===== src/rtl/strmov_pkg.sv =====
package strmov_pkg;

    typedef enum logic [1:0] {
        ST_IDLE,
        ST_LOAD,
        ST_STORE,
        ST_ADVANCE
    } strmov_state_e;

    typedef struct packed {
        logic word;
        logic down;
    } strmov_cfg_t;

endpackage


===== src/rtl/strmov_step.sv =====
module strmov_step #(
    parameter int AW = 16
) (
    input  logic [AW-1:0] ptr,
    input  logic          word,
    input  logic          down,
    input  logic          lane,
    output logic [AW-1:0] next_ptr,
    output logic [AW-1:0] lane_addr
);
    localparam logic [AW-1:0] ONE = {{(AW-1){1'b0}}, 1'b1};
    localparam logic [AW-1:0] TWO = ONE << 1;

    logic [AW-1:0] size;

    always_comb begin
        size      = word ? TWO : ONE;
        next_ptr  = down ? (ptr - size) : (ptr + size);
        lane_addr = ptr + {{(AW-1){1'b0}}, lane};
    end
endmodule


===== src/rtl/strmov_engine.sv =====
module strmov_engine
    import strmov_pkg::*;
#(
    parameter int AW = 16,
    parameter int CW = 16,
    parameter int DW = 8
) (
    input  logic          clk,
    input  logic          rst_n,
    input  logic          start,
    input  logic          resume,
    input  logic          irq_req,
    input  logic          word_mode,
    input  logic          dir_down,
    input  logic          ld_en,
    input  logic [CW-1:0] ld_count,
    input  logic [AW-1:0] ld_src,
    input  logic [AW-1:0] ld_dst,
    output logic [CW-1:0] rep_count,
    output logic [AW-1:0] src_ptr,
    output logic [AW-1:0] dst_ptr,
    output logic          busy,
    output logic          done,
    output logic          interrupted,
    output logic          mem_req,
    output logic          mem_we,
    output logic [AW-1:0] mem_addr,
    output logic [DW-1:0] mem_wdata,
    input  logic [DW-1:0] mem_rdata,
    input  logic          mem_ready
);
    localparam int LANES = 2;
    localparam logic [CW-1:0] CNT_ONE = {{(CW-1){1'b0}}, 1'b1};

    strmov_state_e state_q, state_d;
    strmov_cfg_t   cfg_q;
    logic [CW-1:0] cnt_q;
    logic [AW-1:0] src_q, dst_q;
    logic          lane_q;
    logic [DW-1:0] buf_q [LANES];
    logic          done_q, intr_q;

    logic [AW-1:0] src_next, dst_next, src_lane, dst_lane;
    logic          last_lane, cnt_zero, go_start, go_resume;

    strmov_step #(.AW(AW)) u_src_step (
        .ptr(src_q), .word(cfg_q.word), .down(cfg_q.down), .lane(lane_q),
        .next_ptr(src_next), .lane_addr(src_lane)
    );

    strmov_step #(.AW(AW)) u_dst_step (
        .ptr(dst_q), .word(cfg_q.word), .down(cfg_q.down), .lane(lane_q),
        .next_ptr(dst_next), .lane_addr(dst_lane)
    );

    assign last_lane = !cfg_q.word || lane_q;
    assign cnt_zero  = (cnt_q == '0);
    assign go_start  = (state_q == ST_IDLE) && start;
    assign go_resume = (state_q == ST_IDLE) && !start && resume && intr_q;

    // state register
    always_ff @(posedge clk or negedge rst_n) begin
        if (!rst_n) state_q <= ST_IDLE;
        else        state_q <= state_d;
    end

    // next state
    always_comb begin
        state_d = state_q;
        unique case (state_q)
            ST_IDLE: begin
                if ((go_start || go_resume) && !cnt_zero) state_d = ST_LOAD;
            end
            ST_LOAD: begin
                if (mem_ready && last_lane) state_d = ST_STORE;
            end
            ST_STORE: begin
                if (mem_ready && last_lane) state_d = ST_ADVANCE;
            end
            ST_ADVANCE: begin
                if (cnt_q == CNT_ONE || irq_req) state_d = ST_IDLE;
                else                             state_d = ST_LOAD;
            end
            default: state_d = ST_IDLE;
        endcase
    end

    // outputs
    always_comb begin
        mem_req  = 1'b0;
        mem_we   = 1'b0;
        mem_addr = '0;
        unique case (state_q)
            ST_LOAD: begin
                mem_req  = 1'b1;
                mem_addr = src_lane;
            end
            ST_STORE: begin
                mem_req  = 1'b1;
                mem_we   = 1'b1;
                mem_addr = dst_lane;
            end
            default: ;
        endcase
        mem_wdata   = buf_q[lane_q];
        busy        = (state_q != ST_IDLE);
        done        = done_q;
        interrupted = intr_q;
        rep_count   = cnt_q;
        src_ptr     = src_q;
        dst_ptr     = dst_q;
    end

    // datapath registers
    always_ff @(posedge clk or negedge rst_n) begin
        if (!rst_n) begin
            cfg_q  <= '0;
            cnt_q  <= '0;
            src_q  <= '0;
            dst_q  <= '0;
            lane_q <= 1'b0;
            done_q <= 1'b0;
            intr_q <= 1'b0;
            for (int i = 0; i < LANES; i++) buf_q[i] <= '0;
        end else begin
            unique case (state_q)
                ST_IDLE: begin
                    if (go_start) begin
                        cfg_q  <= '{word: word_mode, down: dir_down};
                        lane_q <= 1'b0;
                        done_q <= cnt_zero;
                        intr_q <= 1'b0;
                    end else if (go_resume) begin
                        lane_q <= 1'b0;
                        done_q <= cnt_zero;
                        intr_q <= 1'b0;
                    end else if (ld_en && !resume) begin
                        cnt_q <= ld_count;
                        src_q <= ld_src;
                        dst_q <= ld_dst;
                    end
                end
                ST_LOAD: begin
                    if (mem_ready) begin
                        buf_q[lane_q] <= mem_rdata;
                        lane_q        <= !last_lane;
                    end
                end
                ST_STORE: begin
                    if (mem_ready) lane_q <= !last_lane;
                end
                ST_ADVANCE: begin
                    cnt_q  <= cnt_q - CNT_ONE;
                    src_q  <= src_next;
                    dst_q  <= dst_next;
                    lane_q <= 1'b0;
                    if (cnt_q == CNT_ONE) done_q <= 1'b1;
                    else if (irq_req)     intr_q <= 1'b1;
                end
                default: ;
            endcase
        end
    end
endmodule


===== config.mk =====
export PLATFORM = sky130hd
export DESIGN_NAME = strmov_engine
export DESIGN_NICKNAME = d
export VERILOG_FILES = /design/src/rtl/strmov_pkg.sv /design/src/rtl/strmov_step.sv /design/src/rtl/strmov_engine.sv
export SDC_FILE = /design/constraint.sdc
export NUM_CORES = 1
export LEC_CHECK = 0
export CORE_MARGIN = 2
export CORE_UTILIZATION = 48
export CTS_CLUSTER_SIZE = 16
export DETAILED_ROUTE_END_ITERATION = 12
export PLACE_DENSITY_LB_ADDON = 0.25
export SKIP_CTS_REPAIR_TIMING = 1
export SLEW_MARGIN = 30
export SYNTH_ARGS = -nofsm -noshare
export SYNTH_HDL_FRONTEND = slang
export SYNTH_SLANG_ARGS = --single-unit

===== constraint.sdc =====
create_clock -name clk -period 8.7 [get_ports clk]
set_input_delay 1.74 -clock clk [delete_from_list [all_inputs] [get_ports clk]]
set_output_delay 1.74 -clock clk [all_outputs]
set_load 0.05 [all_outputs]

# Word level (Yosys, flattened, before mapping)
# Index checks and enable logic that the tools add are counted.
[op_classes]
add_sub_neg = 7
order_cmp = 2
eq_ne = 15
mux = 40
bitwise_logic = 1
n_reduce_logical = 28
[op_table]
columns = ["op", "count"]
rows = [
  ["two-way mux 16 bit", 11],
  ["one-hot mux 16 bit (2 select lines)", 4],
  ["adder 16 x 1 -> 16 bit", 2],
  ["adder 16 bit", 2],
  ["two-way mux 8 bit", 4],
  ["subtractor 16 bit", 2],
  ["bitwise mux 16 bit", 1],
  ["equality test 16 x 1 -> 1 bit, second input constant", 1],
  ["zero test 16 bit", 1],
  ["subtractor 16 x 1 -> 16 bit, second input constant", 1],
  ["inequality test 2 bit, second input constant", 7],
  ["two-way mux 1 bit", 11],
  ["demux 8 bit (select 1 bit)", 1],
  ["logical AND 1 bit", 8],
  ["two-way mux 2 bit", 4],
  ["one-hot mux 2 bit (4 select lines)", 1],
  ["AND reduction 4 bit", 2],
  ["inequality test 2 x 1 -> 1 bit, second input constant", 3],
  ["AND reduction 2 bit", 3],
  ["AND reduction 3 bit", 2],
  ["zero test 1 bit", 5],
  ["equality test 2 bit, second input constant", 2],
  ["one-hot mux 1 bit (2 select lines)", 2],
  ["nonzero test 2 bit", 2],
  ["9 further kinds", 11],
]
[totals]
reg_bits = 71
in_bits = 65
output_inout_bits = 77
elab_cells = 104

# Longest topological paths before layout
# Gate-level depths: netlist of the first run.
[depth]
depth_word = 8
mapped_depth = 14

# Modules after synthesis
# From an unflattened synthesis of the first run, not the netlist that was laid out.
[hier_totals]
cells_unflattened = 664
area_unflattened_um2 = 5977.0
[modules_own_cells]
columns = ["mod", "instances", "cells_each", "area_each_um2"]
rows = [
  ["strmov_engine", 1, 397, 3972.6],
  ["strmov_step at u_src_step", 1, 138, 1047.3],
  ["strmov_step at u_dst_step", 1, 129, 957.2],
]

# Least setup slack after synthesis of the first run
# No wires, ideal clock.
[synth_path]
path_kind = "register to output"
from = "register state_q[0]"
to = "output mem_addr[2]"
arrival_time_ns = 3.761
required_time_ns = 6.960
path_slack_ns = 3.199
stages_incl_launch_ff = 10
n_path_buf = 3
cell_sequence = "dfrtp_1 -> inv_1 -> ha_1 -> buf_2 -> buf_2 -> buf_1 -> mux2_2 -> ha_1 -> and2_1 -> nor3b_1"
[synth_via]
elab_chain_len = 2
word_cells_on_any_way = 3
classes_between = "eq/ne (2); mux (1)"
[synth_lines]
columns = ["element", "line_no", "source"]
rows = [
  ["start, declared", "strmov_engine.sv:35", "strmov_state_e state_q, state_d;"],
  ["start signal, assigned", "strmov_engine.sv:64", "else state_q <= state_d;"],
  ["equality test 2 bit or equality test 2 x 1 -> 1 bit (tied branches)", "strmov_engine.sv:93", "unique case (state_q)"],
  ["one-hot mux 16 bit (2 select lines) *", "strmov_engine.sv:93", ""],
  ["end, declared", "strmov_engine.sv:27", "output logic [AW-1:0] mem_addr,"],
]
# Every way passes the cells marked *; elsewhere a longest branch is shown, timed or not.

# Worst setup path after layout of the first run
[layout_path]
from = "register state_q[0]"
to = "output mem_addr[14]"
# The elaborated chain is that of the path after synthesis.

==> results of run 1 <==
-- worst max path at each step --
stage | to | slack, ns | cells past startpoint
floorplan | mem_addr[2] | 3.20 | 9
global placement | mem_addr[14] | 2.99 | 12
detailed placement | mem_addr[14] | 3.18 | 12
CTS | mem_addr[14] | 2.77 | 12
global route | mem_addr[14] | 2.48 | 12
finish | mem_addr[14] | 2.75 | 12
-- per-layer routing --
metal / GRT usage [%] / vias to the layer above
li1: - / 2707
met1: 32.13 / 2760
met2: 46.83 / 222
met3: 5.526 / 33
met4: 10.57 / 0
met5: 0 / -
-- logic make-up after synthesis --
logic type	Yosys count	synth area share, %
and+or+nand+nor	218	19.33
AOI/OAI and AO/OA	204	22.36
DFF	71	30.77
muxes	56	10.36
buffers and inverters	50	3.489
adders and majority gates	41	8.841
xor gates and xnor gates	32	4.854
-- worst max-delay path, stage by stage, from the launching register on --
cell,delay [ns]
dfrtp_1,0.44
inv_1,0.14
ha_2,0.64
nand2_1,0.13
o21ai_0,0.11
ha_1,0.22
ha_1,0.20
nand2_1,0.09
nor3b_1,0.56
nand4_1,0.20
xor2_1,0.17
and2_1,0.16
clkdlybuf4s50_1,0.81
-- through the flow --
stage | utilization, % | cell area, sq um | setup slack [ns]
6_report | 64.08 | 7601 | 2.754
4_1_cts | 64.05 | 7597 | 2.768
3_3_place_gp | 61.47 | 7291 | 2.991
3_5_place_dp | 61.49 | 7293 | 3.183
2_1_floorplan | - | 5774 | 3.199
5_1_grt | 64.08 | 7601 | 2.482
-- layout make-up --
type                       instances  area, sq um  area share [%]
tap                              147        183.9           2.420
clock inverter                     5        65.06          0.8560
inverter                          17        63.81          0.8395
multi-input combinational        551         3825           50.32
timing repair buffer             146         1448           19.05
clock buffer                      10        239.0           3.144
sequential                        71         1777           23.37
-- state kept, by name, summed over array words and instances, names as in the netlist --
name / flops
rep_count: 16
state_q: 2
src_ptr: 16
buf_q: 16
interrupted: 1
done: 1
dst_ptr: 16
cfg_q: 2
lane_q: 1
-- synth_stat cells (3+ instances only) --
master / number
mux2_2: 30
nand2b_1: 6
nand3_1: 21
nand2_1: 62
a211oi_1: 6
o22ai_1: 10
clkbuf_1: 21
or3_1: 10
xnor2_1: 12
ha_1: 40
nor3_1: 12
nand4_1: 6
a21oi_1: 63
xor2_1: 20
and3b_1: 3
a211o_1: 3
o21bai_1: 3
a21o_1: 11
buf_2: 4
nand3b_1: 4
a31oi_1: 8
and3_1: 11
inv_1: 17
dfrtp_1: 71
o31ai_1: 3
o21ai_0: 55
mux2i_1: 26
and2_1: 15
nor2b_1: 6
nor3b_1: 9
o21a_1: 11
buf_1: 6
o211ai_1: 6
nor2_1: 41
-- cells in the final DEF, fill, tap and decap left out, types with 4 or more instances in the layout --
| cell | synthesis | layout |
|---|---|---|
| a211oi_1 | 6 | 6 |
| mux2i_1 | 26 | 25 |
| and2_1 | 15 | 15 |
| a21o_1 | 11 | 11 |
| xnor2_1 | 12 | 12 |
| nand3b_1 | 4 | 4 |
| a21oi_1 | 63 | 63 |
| dfrtp_1 | 71 | 71 |
| nand2_1 | 62 | 62 |
| and3_1 | 11 | 11 |
| nand4_1 | 6 | 6 |
| nor3_1 | 12 | 12 |
| o211ai_1 | 6 | 6 |
| buf_4 | 0 | 4 |
| o21ai_0 | 55 | 55 |
| nor2_1 | 41 | 41 |
| inv_1 | 17 | 17 |
| nor2b_1 | 6 | 6 |
| xor2_1 | 20 | 20 |
| o22ai_1 | 10 | 10 |
| mux2_2 | 30 | 30 |
| nand2b_1 | 6 | 6 |
| clkdlybuf4s50_1 | 0 | 140 |
| or3_1 | 10 | 10 |
| nor3b_1 | 9 | 9 |
| clkbuf_16 | 0 | 9 |
| a31oi_1 | 8 | 8 |
| nand3_1 | 21 | 21 |
| ha_1 | 40 | 38 |
| o21a_1 | 11 | 11 |
==> flow_summary.json, run 1 <==
{
  "tightestPinTransition_ns": 0.8318,
  "period_share_pct": 68.34,
  "via_per_inst": 6.042,
  "crit_arrival_ns": 4.21,
  "chipWidth_um": 113.7,
  "wire_per_inst_um": 18.00,
  "diodes": 0,
  "setup_tns_ns": 0,
  "cp-start-kind": "register",
  "whs_path_depth": 1,
  "dr.pass1.iters": 5,
  "synth_edf_count": 0,
  "reg2regPathDepth": 10,
  "grt_overflow": 0,
  "fin_nets": 901,
  "core_area_sq_um": 11860,
  "cts_max_path_buffers": 2,
  "grt_usage_pct": 26.70,
  "tritoncts": "done",
  "drt_iter0_markers": 299,
  "finalSetupViolations": 0,
  "min_path_type": "reg2reg",
  "crit_required_ns": 6.96,
  "synth_seq_cells": 71,
  "hp-start": "buf_q[9]",
  "layout-drive-gt1-share_pct": 8.500,
  "gp_congestion": 0.9059,
  "yosys.area.top_type": "dfrtp_1",
  "die_h_um": 113.7,
  "r2r_start": "cfg_q[1]",
  "synth-async-reset-ratio_pct": 100.0,
  "met2_length_um": 8450,
  "relSlewSlack_pct": 44.54,
  "ios": 142,
  "rrSetupSlack_ns": 5.43,
  "hold_ws_ns": 0.5006,
  "grt_pass1_vias": 5717,
  "ys_seq_area_share_pct": 30.77,
  "finalMaxSlewViolations": 0,
  "drc": 0,
  "clk_pin_slew_ns": 0.06,
  "clock_sinks": 71,
  "fillers": 1028,
  "clock_skew_ns": 0.005620,
  "dp_cells": 932,
  "min_to": "buf_q[9]",
  "drt-met1-wl_um": 7063,
  "synthesis.area_sq_um": 5774,
  "critPathKind": "reg2out",
  "antenna_left": 0,
  "syn_avg_cell_area_sq_um": 8.593,
  "ys.flop_type": "dfrtp_1",
  "routed_wirelength_um": 17050,
  "yosysWarnings": 0,
  "cts_buffers": 9,
  "r2r_end": "src_ptr[12]",
  "die-area_sq_um": 12920,
  "floorplan.initialDensity_pct": 48.68,
  "hold_viol": 0,
  "crit_fanout": 31,
  "stdcell_count": 947,
  "max_freq_ghz": 0.1682,
  "period_minus_slack_ns": 5.946,
  "syn_to_final_growth_pct": 31.64,
  "rsz0062_at_grt": "no",
  "met3_length_um": 1144,
  "grt_max_degree": 72,
  "hpwl_um": 12230,
  "clock-root-buffer": "clkbuf_16",
  "critPathLaunch": "state_q[0]",
  "grt_pass1_wl_um": 27610,
  "h-tree-depth": 3,
  "maxUsedRoutingLayer": "met4",
  "synth_top_area_share_pct": 30.77,
  "clkLatencyLatePin_ns": 0.35,
  "cap_violations": 0,
  "critPathCaptureType": "output port",
  "ys_top_cells_by_area": "dfrtp_1 31%, ha_1 8.7%, mux2_2 5.9%",
  "synth_cell_types": 65,
  "num_vias": 5722,
  "synthesis.nets": 777,
  "rows": 40,
  "syn_inst": 672,
  "antenna_found_initial": 0,
  "io_buffers": 141,
  "outcome": "completed"
}
Power of run 1 is not shown: default switching activity piles up to over one toggle a cycle in this logic, so the estimate is an artifact.
==> run 2: changes to the inputs <==
CORE_UTILIZATION = 46   (was 48)
clock period = 5.4 ns   (was 8.7 ns; I/O delays follow)
==> run 2 against run 1 <==
Net effect:
- critical path depth down 1
- global-route usage down 0.69 points
- core utilization shrank 1.1 points
- non-clock buffer count rose by 1
- cell count rose by 2.4%
- register-to-register slack got worse by 3.5 ns
- sequential share of layout area decreased by 0.081 points
- flip-flop and latch count stayed put
- largest cell class unchanged
- via count fell by 0.75%
- routed wire length grew 0.26%
- clock-buffer cell count fell by 1
- clock skew about the same
- highest routed layer unchanged
==> flow_summary.json, run 2 (synthesized netlist as in run 1, its figures left out) <==
{
  "grt.busiest_layer": "met2",
  "clock_sinks": 71,
  "critPathKind": "reg2out",
  "whs_path_depth": 1,
  "fin_nets": 902,
  "use_met3_pct": 6.904,
  "h-tree-depth": 3,
  "drc": 0,
  "layout_commonest_cell": "clkdlybuf4s50_1",
  "antenna_left": 0,
  "tightestPinTransition_ns": 0.8487,
  "tritoncts": "done",
  "floorplan.initialDensity_pct": 47.68,
  "antenna_found_initial": 0,
  "met1_usage_pct": 30.22,
  "core_area_sq_um": 12110,
  "gp_congestion": 0.9481,
  "critPathLaunch": "state_q[0]",
  "fin_ws_ns": 0.5360,
  "die_h_um": 116.0,
  "grt_usage_pct": 26.01,
  "fillers": 1052,
  "place_area_sq_um": 7320,
  "hp-start": "buf_q[2]",
  "relSlewSlack_pct": 43.42,
  "max_freq_ghz": 0.2056,
  "cp-start-kind": "register",
  "reg2regPathDepth": 8,
  "grt_pass1_vias": 5792,
  "wire_per_inst_um": 17.62,
  "grt_pass1_wl_um": 27630,
  "crit_arrival_ns": 3.78,
  "multi_input_area_sq_um": 3822,
  "die-area_sq_um": 13470,
  "clock_skew_ns": 0.005941,
  "hold_viol": 0,
  "r2r_start": "state_q[0]",
  "place_ws_ns": 0.9081,
  "crit_fanout": 26,
  "seqCellArea_sq_um": 1777,
  "min_path_type": "reg2reg",
  "rows": 40,
  "r2r_end": "rep_count[3]",
  "clk_pin_slew_ns": 0.06,
  "critPathCaptureType": "output port",
  "rsz0062_at_grt": "no",
  "final_area_sq_um": 7627,
  "finalMaxSlewViolations": 0,
  "final_cell_mix": "138 x clkdlybuf4s50_1, 71 x dfrtp_1, 63 x a21oi_1, 62 x nand2_1, 55 x o21ai_0",
  "crit_required_ns": 4.32,
  "setup_tns_ns": 0,
  "cts_buffers": 9,
  "period_share_pct": 90.07,
  "num_vias": 5679,
  "clkLatencyLatePin_ns": 0.35,
  "rrSetupSlack_ns": 1.92,
  "outcome": "completed",
  "routed_wirelength_um": 17090,
  "layout-drive-gt1-share_pct": 8.853,
  "min_to": "buf_q[2]",
  "grt_max_degree": 72,
  "gr-usage-met2_pct": 46.94,
  "clock-root-buffer": "clkbuf_16",
  "dr.pass1.iters": 5,
  "drt_iter0_markers": 278,
  "hpwl_um": 12280,
  "cap_violations": 0,
  "chipWidth_um": 116.0,
  "period_minus_slack_ns": 4.864,
  "cts_max_path_buffers": 2,
  "finalSetupViolations": 0,
  "io_buffers": 141,
  "grt_overflow": 0,
  "syn_to_final_growth_pct": 32.09,
  "via_per_inst": 5.855,
  "ios": 142,
  "hold_ws_ns": 0.5037,
  "diodes": 0
}
[run 2: how the worst max path moves through the flow]
stage                               to  slack [ns]
after floorplan            mem_addr[2]        0.56
after global placement    mem_addr[15]        1.10
after detailed placement  mem_addr[15]        0.91
after CTS                 mem_addr[15]        0.53
after global routing      mem_addr[15]        0.28
final                     mem_addr[15]        0.54
[run 2: per-stage QoR]
step	util [%]	cells
finish	62.98	970
global route	62.98	970
CTS	62.94	970
detailed placement	60.43	954
global placement	60.43	954
floorplan	-	672
[run 2: area by class of cell]
cell class | count | area share, %
clock buffer | 9 | 2.953
clock inverter | 7 | 1.033
inverter | 17 | 0.8366
multi-input combinational | 551 | 50.11
sequential | 71 | 23.29
tap | 168 | 2.756
timing repair buffer | 147 | 19.01
[run 2: worst max-delay path, cell delays in order (launching register included)]
cell and delay (ns):
dfrtp_1 0.44, inv_1 0.13, ha_1 0.27, buf_4 0.34, nand3_1 0.15, a22oi_1 0.26, o211ai_1 0.19, nor3b_2 0.36
nand4b_1 0.16, xor2_1 0.19, and2_1 0.15, clkdlybuf4s50_1 0.80
[run 2: metal layers]
layer  vias up  routed length, um
li1       2713                  -
met1      2734               6935
met2       203               8663
met3        29               1133
met4         0                361
met5         -                  0
Power of run 2 is left out for the same reason.
==> run 3: changes to the inputs <==
SLEW_MARGIN = 20   (was 30)
==> run 3 against run 2 <==
Net effect:
- routed wire length rose by 0.12%
- cell count did not move
- cell area barely moved
- worst hold slack barely moved
- maximum frequency rose by 0.15%
- sequential share of layout area barely moved
- worst setup slack improved by 0.0072 ns
- highest routed layer unchanged
- register-to-register slack barely moved
- first-iteration DRC count fell by 0.36%
- non-clock buffer count did not move
- via count rose by 0.55%
- clock-buffer cell count did not move
==> flow_summary.json, run 3 (synthesized netlist as in run 1, its figures left out) <==
{
  "die_h_um": 116.0,
  "gp_congestion": 0.9481,
  "drc": 0,
  "grt_max_degree": 72,
  "rsz0062_at_grt": "no",
  "final_area_sq_um": 7624,
  "fin_nets": 902,
  "grt_usage_pct": 26.01,
  "setup_tns_ns": 0,
  "max_freq_ghz": 0.2059,
  "outcome": "completed",
  "worstPathCellList": "inv_1 -> ha_1 -> buf_4 -> nand3_1 -> a22oi_1 -> o211ai_1 -> nor3b_2 -> nand4b_1 -> xor2_1 -> and2_1 -> clkdlybuf4s50_1",
  "clock_sinks": 71,
  "grt_pass1_wl_um": 27630,
  "clk_pin_slew_ns": 0.06,
  "crit_required_ns": 4.32,
  "h-tree-depth": 3,
  "fillers": 1054,
  "finalMaxSlewViolations": 0,
  "period_minus_slack_ns": 4.857,
  "clkLatencyLatePin_ns": 0.35,
  "layout_commonest_cell": "clkdlybuf4s50_1",
  "diodes": 0,
  "max_stage_delay_ns": 0.80,
  "syn_to_final_growth_pct": 32.03,
  "crit_fanout": 26,
  "layout-drive-gt1-share_pct": 8.853,
  "clock-root-buffer": "clkbuf_16",
  "grt_overflow": 0,
  "io_buffers": 141,
  "cap_violations": 0,
  "period_share_pct": 89.94,
  "tightestPinTransition_ns": 0.9686,
  "place_area_sq_um": 7320,
  "final_cell_mix": "138 x clkdlybuf4s50_1, 71 x dfrtp_1, 63 x a21oi_1, 62 x nand2_1, 55 x o21ai_0",
  "dr.pass1.iters": 5,
  "rows": 40,
  "routed_wirelength_um": 17110,
  "core_area_sq_um": 12110,
  "place_ws_ns": 0.9081,
  "wire_per_inst_um": 17.64,
  "min_path_type": "reg2reg",
  "antenna_found_initial": 0,
  "relSlewSlack_pct": 35.43,
  "finalSetupViolations": 0,
  "cts_max_path_buffers": 2,
  "floorplan.initialDensity_pct": 47.68,
  "critPathSlowestCell": "clkdlybuf4s50_1",
  "hpwl_um": 12280,
  "chipWidth_um": 116.0,
  "crit_arrival_ns": 3.78,
  "crit_buf_inv": 3,
  "critPathKind": "reg2out",
  "grt_pass1_vias": 5792,
  "cts_buffers": 9,
  "die-area_sq_um": 13470,
  "hold_viol": 0,
  "ios": 142,
  "drt_iter0_markers": 277,
  "tritoncts": "done",
  "hold_ws_ns": 0.5037,
  "critPathCaptureType": "output port",
  "via_per_inst": 5.887,
  "fin_ws_ns": 0.5432,
  "clock_skew_ns": 0.006119,
  "cp_top_family": "buffers and inverters",
  "num_vias": 5710,
  "cp-start-kind": "register",
  "antenna_left": 0
}
-- run 3: cell counts in the layout (fill, tap and decap cells not counted) --
No cell type changed its count.
-- run 3: path summary, 6_finish.rpt --
path / slack [ns] / depth (start not counted) / to / from
min in group asynchronous: 0.96 / 2 / rep_count[2] / rst_n
max in group asynchronous: 3.81 / 2 / dst_ptr[10] / rst_n
worst min-delay path: 0.50 / 1 / buf_q[2] / buf_q[2]
worst min register to register: 0.50 / 1 / buf_q[2] / buf_q[2]
worst max-delay path: 0.54 / 11 / mem_addr[15] / state_q[0]
worst max register to register: 1.92 / 8 / rep_count[3] / state_q[0]
-- run 3: layout make-up --
class,instances,area (sq um),share of cell area [%]
Multi-Input combinational cell,551,3822,50.14
Sequential cell,71,1777,23.31
Timing Repair Buffer,147,1446,18.97
Clock buffer,9,225.2,2.954
Tap cell,168,210.2,2.757
Clock inverter,7,78.83,1.034
Inverter,17,63.81,0.8370
-- run 3: stage by stage --
stage,utilization (%),std cells
3_5_place_dp,60.43,954
6_report,62.94,970
2_1_floorplan,-,672
3_3_place_gp,60.43,954
5_1_grt,62.94,970
4_1_cts,62.94,970
-- run 3: layer usage --
layer  vias to the layer above  GRT usage, %  part of all wire, %
met1                      2744         30.22                   40
met5                         -             0                    0
met4                         0         7.778                  2.0
li1                       2715             -                    -
met3                        27         6.904                  6.9
met2                       224         46.94                   51
Power of run 3 is left out for the same reason.
